--- config.mk ---
export PLATFORM = sky130hd
export DESIGN_NAME = lockBridge
export DESIGN_NICKNAME = d
export VERILOG_FILES = /design/src/rtl/lockBridgePkg.sv /design/src/rtl/lockCtrl.sv /design/src/rtl/lockDatapath.sv /design/src/rtl/lockBridge.sv
export SDC_FILE = /design/constraint.sdc
export NUM_CORES = 1
export LEC_CHECK = 0
export ABC_CLOCK_PERIOD_IN_PS = 3600
export BUFFER_PORTS_ARGS = -buffer_cell sky130_fd_sc_hd__clkbuf_2
export CORE_AREA = 10 10 123 136
export DETAILED_ROUTE_END_ITERATION = 8
export DIE_AREA = 0 0 133 146
export PLACE_DENSITY = 0.76
export SYNTH_ARGS = -nofsm -noshare
export SYNTH_HDL_FRONTEND = slang
export SYNTH_HIERARCHICAL = 1
export SYNTH_SLANG_ARGS = --single-unit
--- constraint.sdc ---
create_clock -name clk -period 3.6 [get_ports clk]
set_clock_uncertainty 0.15 [all_clocks]
set_input_delay 0.36 -clock clk [delete_from_list [all_inputs] [get_ports clk]]
set_output_delay 0.36 -clock clk [all_outputs]
set_load 0.02 [all_outputs]
--- src/rtl/lockBridgePkg.sv ---
package lockBridgePkg;
  typedef enum logic [1:0] {
    KIND_READ   = 2'd0,
    KIND_LOCKRD = 2'd1,
    KIND_WRITE  = 2'd2
  } reqKindT;

  localparam logic [3:0] CMD_MEMRD = 4'b0110;
  localparam logic [3:0] CMD_MEMWR = 4'b0111;
  localparam logic [3:0] BE_ALL_ON = 4'b0000;
  localparam logic [3:0] CBE_IDLE  = 4'b1111;

  typedef struct packed {
    logic loadReq;
    logic addrPhase;
    logic dataPhase;
    logic finish;
  } strobeT;
endpackage

--- src/rtl/lockCtrl.sv ---
module lockCtrl
  import lockBridgePkg::*;
#(
  parameter int OWNER_W = 4,
  parameter int TIMER_W = 16
) (
  input  logic               clk,
  input  logic               rstN,
  input  logic               reqValid,
  input  logic [1:0]         reqKind,
  input  logic [OWNER_W-1:0] reqOwner,
  input  logic [TIMER_W-1:0] timeoutLimit,
  input  logic               busTrdyN,
  output logic               reqReady,
  output logic               reqRetry,
  output logic               busFrameN,
  output logic               busLockN,
  output logic               lockTimeout,
  output strobeT             strobe
);
  typedef enum logic [1:0] {ST_IDLE, ST_ADDR, ST_DATA} stateT;

  stateT              state;
  logic               lockHeld;
  logic [OWNER_W-1:0] ownerId;
  logic [TIMER_W-1:0] idleCnt;
  logic               curIsWrite;
  logic               idleNow;
  logic               refuse;
  logic               accept;
  logic [TIMER_W:0]   cntNext;

  always_comb begin
    idleNow  = (state == ST_IDLE);
    refuse   = lockHeld && (reqOwner != ownerId);
    accept   = idleNow && reqValid && !refuse;
    reqReady = accept;
    reqRetry = idleNow && reqValid && refuse;
    cntNext  = {1'b0, idleCnt} + 1'b1;
    strobe.loadReq   = accept;
    strobe.addrPhase = (state == ST_ADDR);
    strobe.dataPhase = (state == ST_DATA);
    strobe.finish    = (state == ST_DATA) && !busTrdyN;
    busFrameN = !(state == ST_ADDR);
    busLockN  = !lockHeld;
  end

  always_ff @(posedge clk) begin
    if (!rstN) begin
      state       <= ST_IDLE;
      lockHeld    <= 1'b0;
      ownerId     <= '0;
      idleCnt     <= '0;
      curIsWrite  <= 1'b0;
      lockTimeout <= 1'b0;
    end else begin
      lockTimeout <= 1'b0;
      unique case (state)
        ST_IDLE: begin
          if (accept) begin
            state      <= ST_ADDR;
            idleCnt    <= '0;
            curIsWrite <= (reqKind == KIND_WRITE);
            if (reqKind == KIND_LOCKRD && !lockHeld) begin
              lockHeld <= 1'b1;
              ownerId  <= reqOwner;
            end
          end else if (lockHeld) begin
            if (cntNext >= {1'b0, timeoutLimit}) begin
              lockHeld    <= 1'b0;
              lockTimeout <= 1'b1;
              idleCnt     <= '0;
            end else begin
              idleCnt <= cntNext[TIMER_W-1:0];
            end
          end else begin
            idleCnt <= '0;
          end
        end
        ST_ADDR: state <= ST_DATA;
        ST_DATA: begin
          if (!busTrdyN) begin
            state <= ST_IDLE;
            if (curIsWrite && lockHeld) lockHeld <= 1'b0;
          end
        end
        default: state <= ST_IDLE;
      endcase
    end
  end
endmodule

--- src/rtl/lockDatapath.sv ---
module lockDatapath
  import lockBridgePkg::*;
#(
  parameter int BUS_W = 32
) (
  input  logic             clk,
  input  logic             rstN,
  input  strobeT           strobe,
  input  logic [1:0]       reqKind,
  input  logic [BUS_W-1:0] reqAddr,
  input  logic [BUS_W-1:0] reqData,
  input  logic [BUS_W-1:0] busRdData,
  output logic [3:0]       busCbeN,
  output logic [BUS_W-1:0] busAd,
  output logic             cplValid,
  output logic [BUS_W-1:0] cplData
);
  logic [BUS_W-1:0] addrQ;
  logic [BUS_W-1:0] dataQ;
  logic             isWrQ;

  always_ff @(posedge clk) begin
    if (!rstN) begin
      addrQ    <= '0;
      dataQ    <= '0;
      isWrQ    <= 1'b0;
      cplValid <= 1'b0;
      cplData  <= '0;
    end else begin
      if (strobe.loadReq) begin
        addrQ <= reqAddr;
        dataQ <= reqData;
        isWrQ <= (reqKind == KIND_WRITE);
      end
      cplValid <= strobe.finish && !isWrQ;
      if (strobe.finish && !isWrQ) cplData <= busRdData;
    end
  end

  always_comb begin
    if (strobe.addrPhase) begin
      busCbeN = isWrQ ? CMD_MEMWR : CMD_MEMRD;
      busAd   = addrQ;
    end else if (strobe.dataPhase) begin
      busCbeN = BE_ALL_ON;
      busAd   = isWrQ ? dataQ : '0;
    end else begin
      busCbeN = CBE_IDLE;
      busAd   = '0;
    end
  end
endmodule

--- src/rtl/lockBridge.sv ---
module lockBridge
  import lockBridgePkg::*;
#(
  parameter int BUS_W   = 32,
  parameter int OWNER_W = 4,
  parameter int TIMER_W = 16
) (
  input  logic               clk,
  input  logic               rstN,
  input  logic               reqValid,
  input  logic [1:0]         reqKind,
  input  logic [OWNER_W-1:0] reqOwner,
  input  logic [BUS_W-1:0]   reqAddr,
  input  logic [BUS_W-1:0]   reqData,
  input  logic [TIMER_W-1:0] timeoutLimit,
  output logic               reqReady,
  output logic               reqRetry,
  output logic               busFrameN,
  output logic               busLockN,
  output logic [3:0]         busCbeN,
  output logic [BUS_W-1:0]   busAd,
  input  logic               busTrdyN,
  input  logic [BUS_W-1:0]   busRdData,
  output logic               cplValid,
  output logic [BUS_W-1:0]   cplData,
  output logic               lockTimeout
);
  strobeT strobe;

  lockCtrl #(.OWNER_W(OWNER_W), .TIMER_W(TIMER_W)) uCtrl (
    .clk(clk), .rstN(rstN), .reqValid(reqValid), .reqKind(reqKind),
    .reqOwner(reqOwner), .timeoutLimit(timeoutLimit), .busTrdyN(busTrdyN),
    .reqReady(reqReady), .reqRetry(reqRetry), .busFrameN(busFrameN),
    .busLockN(busLockN), .lockTimeout(lockTimeout), .strobe(strobe)
  );

  lockDatapath #(.BUS_W(BUS_W)) uData (
    .clk(clk), .rstN(rstN), .strobe(strobe), .reqKind(reqKind),
    .reqAddr(reqAddr), .reqData(reqData), .busRdData(busRdData),
    .busCbeN(busCbeN), .busAd(busAd), .cplValid(cplValid), .cplData(cplData)
  );
endmodule

# Word-level counts from Yosys, hierarchy flattened
# Cells that the tools add are included.
# W data, S select, Z words.
dict set report totals {
  in_bits 122
  regBits 123
  memories 0
  rom_bits 0
  ramBits 0
  latchBits 0
}
dict set report op_classes {
  muxes 20
  n_mul 0
  n_shift 0
  eq_ne 9
  n_bitwise 3
  n_lt_le_gt_ge 1
  n_div 0
  n_addsub 1
  reduce_logical 20
}
# op count
set op_table {}
lappend op_table {{$mux W32} 3}
lappend op_table {{$mux W16} 3}
lappend op_table {{$add A16 B1 Y17 const B} 1}
lappend op_table {{$ge A17 B16 Y1} 1}
lappend op_table {{$logic_and A1 B1 Y1} 8}
lappend op_table {{$mux W1} 8}
lappend op_table {{$mux W4} 2}
lappend op_table {{$pmux W2 S3} 1}
lappend op_table {{$logic_not A1 Y1} 5}
lappend op_table {{$eq A2 B1 Y1 const B} 2}
lappend op_table {{$eq A2 B2 Y1 const B} 2}
lappend op_table {{$mux W2} 2}
lappend op_table {{$ne A2 B2 Y1 const B} 2}
lappend op_table {{$ne A4 B4 Y1} 1}
lappend op_table {{$reduce_and A2 Y1} 2}
lappend op_table {{$reduce_and A4 Y1} 1}
lappend op_table {{$reduce_or A4 Y1} 1}
lappend op_table {{$ne A3 B3 Y1 const B} 1}
lappend op_table {{$not A1 Y1} 3}
lappend op_table {{$reduce_and A3 Y1} 1}
lappend op_table {{$logic_not A2 Y1} 1}
lappend op_table {{$ne A2 B1 Y1 const B} 1}
lappend op_table {{$pmux W1 S2} 1}
lappend op_table {{$reduce_bool A2 Y1} 1}

# Logic depth before layout (Yosys ltp)
dict set report logic_depth {
  ltp_word 6
  mapped_depth 12
  mapped_depth_nobuf 11
}

# Cells and area by module
# Netlist, hierarchy kept.
# module instances area_per_inst_um2 cells_each
set modules_own_cells {}
lappend modules_own_cells {lockDatapath 1 4389.2 469}
lappend modules_own_cells {lockCtrl 1 1764.2 220}

# Least setup slack after synthesis
# No wires, ideal clock.
dict set report synth_path {
  path_kind {flip-flop to flip-flop}
  startpoint {register uCtrl.idleCnt[0]}
  endpoint {register uCtrl.lockTimeout}
  synth_period_minus_slack_ns 2.732
  setup_slack_ns 0.868
  stages_incl_launch_ff 12
  arrival_ns 2.468
  path_cell_list {dfxtp_1 ha_1 nand3_2 nor4_2 xor2_1 ha_1 nand3_1 a21boi_0 o31ai_4 buf_2 inv_1 o21a_1}
}
dict set report synth_via {
  elab_chain_cells 3
}
# element line_no
set synth_lines {}
lappend synth_lines {{from (decl)} lockCtrl.sv:26} ;# logic [TIMER_W-1:0] idleCnt;
lappend synth_lines {{from (signal assigned)} lockCtrl.sv:74} ;# idleCnt <= cntNext[TIMER_W-1:0];
lappend synth_lines {{$add A16 B1 Y17} lockCtrl.sv:39} ;# cntNext = {1'b0, idleCnt} + 1'b1;
lappend synth_lines {{$ge A17 B16 Y1} lockCtrl.sv:69} ;# if (cntNext >= {1'b0, timeoutLimit}) begin
lappend synth_lines {{$mux W1} lockCtrl.sv:69}
lappend synth_lines {{to (signal assigned)} lockCtrl.sv:55} ;# lockTimeout <= 1'b0;
lappend synth_lines {{to (signal assigned)} lockCtrl.sv:57} ;# lockTimeout <= 1'b0;
lappend synth_lines {{to (signal assigned)} lockCtrl.sv:71} ;# lockTimeout <= 1'b1;
lappend synth_lines {{to (decl)} lockCtrl.sv:18} ;# output logic lockTimeout,
# No other way between the ends.
# A chain may end at the register's enable or synchronous reset.

# Final worst setup path
dict set report layout_path {
  startpoint {register uCtrl.idleCnt[0]}
  endpoint {register uCtrl.idleCnt[15]}
}
dict set report layout_via {
  elab_chain_cells 5
}
# element line_no
set layout_lines {}
lappend layout_lines {{$add A16 B1 Y17 (*)} lockCtrl.sv:39}
lappend layout_lines {{$ge A17 B16 Y1} lockCtrl.sv:69}
lappend layout_lines {{$mux W16 (*)} lockCtrl.sv:69}
lappend layout_lines {{$mux W16 (*)} lockCtrl.sv:68} ;# end else if (lockHeld) begin
lappend layout_lines {{$mux W16 (*)} lockCtrl.sv:60} ;# if (accept) begin
# Mark *: on every way between the ends. The rest lies on a longest branch, timed or not.

==> run metrics <==
Max Freq 321 MHz; crit share post-route 86.6%; Die ar. 19400 µm²; Final setup viols 0; HPWL after DPL 11.9 mm; sequential share of the synthesized area 40.0%; # IOs 196; post-route setup slack 484 ps; Initial Util 43.6%; Sinks on Clock Net 123; r2r setup slk 480 ps; kind of critical path reg -> reg; Worst-path clk slew 60 ps; r2r worst-path depth 10; grt met2 use 27.7%; hold path depth 3; Syn Inst Count 689; CTS H-tree depth 4; Clock Latency Late Sink 410 ps; Cell Int Power 2.66 mW; mapped cell area 6150 µm²; Final Util 55.1%; max-slew violations 0; Inst Count DP 1036; Ys Warns 6; grt ovf 0; vias in the first global route 5381; CTS Buf Count 17; synthesized flop and latch total 123; core region area 14100 µm²; post-route ant nets 0; DIE WIDTH 133 µm; Cell Pwr Density 464 nW/µm²; initial antenna violation count 0; largest net degree at the start of global routing 104; grt met1 use 17.4%; Critical Path RT 3750 ps; RR Endpoint uCtrl/idleCnt[15]; First-pass DRT Iterations 5; first-pass GRT wire length 26.5 mm; Final Power 3.61 mW; Mapped Nets 828; Hold Slack 22.9 ps; placed inst area 7100 µm²; nets@finish 1013; GRT Util Overall 16.6%; Finished Cell Area 7780 µm²; worst reg2reg startpoint uCtrl/idleCnt[0]; Die Y 146 µm; routing usage on met3 8.70%; relative slew slack 25.0%; Net Sw Frac 26.3%; hold_sp busRdData[28]; Setup TNS 0 ps; Buffers on Ports 195; CTS tree built; Slew @ Worst Pin 1120 ps; power share of the combinational group 13.5%; Crit. End Element flip-flop; max_cap viols 0; VDD IR max 0.298 mV; syn_area_per_cell 8.93 µm²; worst min-delay path category in -> reg; Unique masters post-synth 44; number of synthesized flops with an enable pin 0; Worst Setup Slack post-DPL 539 ps; RSZ-0062 raised after global routing false; routability cong. 0.836; clk root buf clkbuf_16; outcome finished clean; maximum net fanout on the critical path 9; hold endpoint uData/cplData[28]; Synth async-reset ratio 0%; grt peak-use layer met2; CP startpoint kind flip-flop; Syn-to-layout area delta 26.4%; clock share of power 45.2%; Worst EP arrival 3270 ps; DR vias 5202; final non-filler cell total 1079; starting DRC count in detailed routing 275; Filler cells 1283; Pleak 3.45 nW; ANT cells 0; Post-Route WL 16.3 mm; main flop type after synthesis dfxtp_1; Max clock buf depth 2; drt drc 0; drt via density 4.82; Psw 0.949 mW; post-layout minimum cycle time 3120 ps; Flop pwr share 41.3%; WL per Instance 15.1 µm; Row Count 46; final hold vios 0; share of layout cells above drive strength 1 28.1%
## worst max-delay path: stages, from the launching register on
cell and delay [ps]:
dfxtp_1 450, ha_1 240, nand3_2 170, nor4_2 340, xor2_1 220, ha_1 270, nand3_1 70, a21boi_0 140
o31ai_4 450, nand2_1 200, o31ai_1 290
## final cells by class
type	count	area, µm²	area share (%)
clock buffer	21	460	5.92
clock inverter	11	110	1.42
inverter	24	91.3	1.17
multi-input combinational	493	3240	41.7
sequential	123	2460	31.7
tap	192	240	3.09
timing repair buffer	215	1170	15.0
## flip-flops by register name (all words and copies together), names as in the netlist, 2 cells and up
register	flops
uData/dataQ	32
uData/addrQ	32
uCtrl/ownerId	4
uCtrl/state	2
uData/cplData	32
uCtrl/idleCnt	16
## how the worst max path moves through the flow
stage	start	endpoint	slack (ps)
floorplan	uCtrl/idleCnt[0]	uCtrl/lockTimeout	870
global placement	uCtrl/idleCnt[0]	uCtrl/lockTimeout	610
detailed placement	uCtrl/idleCnt[0]	uCtrl/idleCnt[4]	540
CTS	uCtrl/idleCnt[0]	uCtrl/idleCnt[7]	520
global route	uCtrl/idleCnt[0]	uCtrl/idleCnt[1]	190
finish	uCtrl/idleCnt[0]	uCtrl/idleCnt[15]	480
## cell usage in the layout, fill, tap and decap left out, types with 3 or more instances in the layout
master and n:
nand2_1 125, clkbuf_16 17, nand3b_1 3, nand2b_1 4, clkinvlp_4 3, buf_4 9, clkbuf_2 194, xnor2_1 7
nand3_1 53, a21oi_1 5, dlygate4sd3_1 11, nor2b_1 70, dfxtp_1 123, ha_1 17, nor4_2 4, xor2_1 11
o21ai_0 44, nor2_1 11, nand4_1 3, a21boi_0 4, inv_6 4, inv_1 22, nor3_1 4, o21ai_1 4
mux2i_1 100
## cell usage after synthesis, drive strengths merged, types with 2 or more instances
cell type | count | area, µm²
buf | 36 | 312
nand3 | 55 | 285
xnor2 | 7 | 61.3
nand2b | 4 | 25.0
a21boi | 4 | 30.0
ha | 17 | 213
nor4 | 5 | 56.3
nor3 | 5 | 30.0
nand4 | 5 | 52.6
xor2 | 11 | 96.3
nor2 | 11 | 41.3
nor2b | 72 | 458
o21ai | 48 | 240
a21oi | 6 | 33.8
clkbuf | 13 | 48.8
inv | 24 | 90.1
mux2i | 100 | 1000
dfxtp | 123 | 2460
o31ai | 3 | 36.3
a211oi | 2 | 15.0
nand3b | 3 | 22.5
nand2 | 125 | 469
and2 | 2 | 12.5
## routing by layer
layer	part of all wire (%)	vias to the layer above
met1	40	2345
met3	10	23
met2	48	154
met5	0	-
li1	-	2680
met4	1.8	0
## cells by family after synthesis
logic type / after synthesis / synth area share, %
flops: 123 / 40.0
xor+xnor: 18 / 2.56
buf+inv: 73 / 7.32
mux: 100 / 16.3
simple gates: 290 / 24.0
compound gates: 68 / 6.38
fa+ha+maj: 17 / 3.46
## power by group through the flow
stage	Combinational, mW	Clock [mW]	Sequential (mW)
2_1_floorplan	0.362	0	1.51
3_3_place_gp	0.473	0	1.52
3_5_place_dp	0.483	0	1.52
4_1_cts	0.494	1.67	1.49
5_1_grt	0.538	1.73	1.50
6_report	0.488	1.63	1.49
## repair_timing
item / CTS / global route
hold buffers: 11 / 0
setup buffers: 0 / 0
resized for setup: 0 / 0
hold endpoints to repair: 11 / 0
Power figures use the tool's default switching activity.
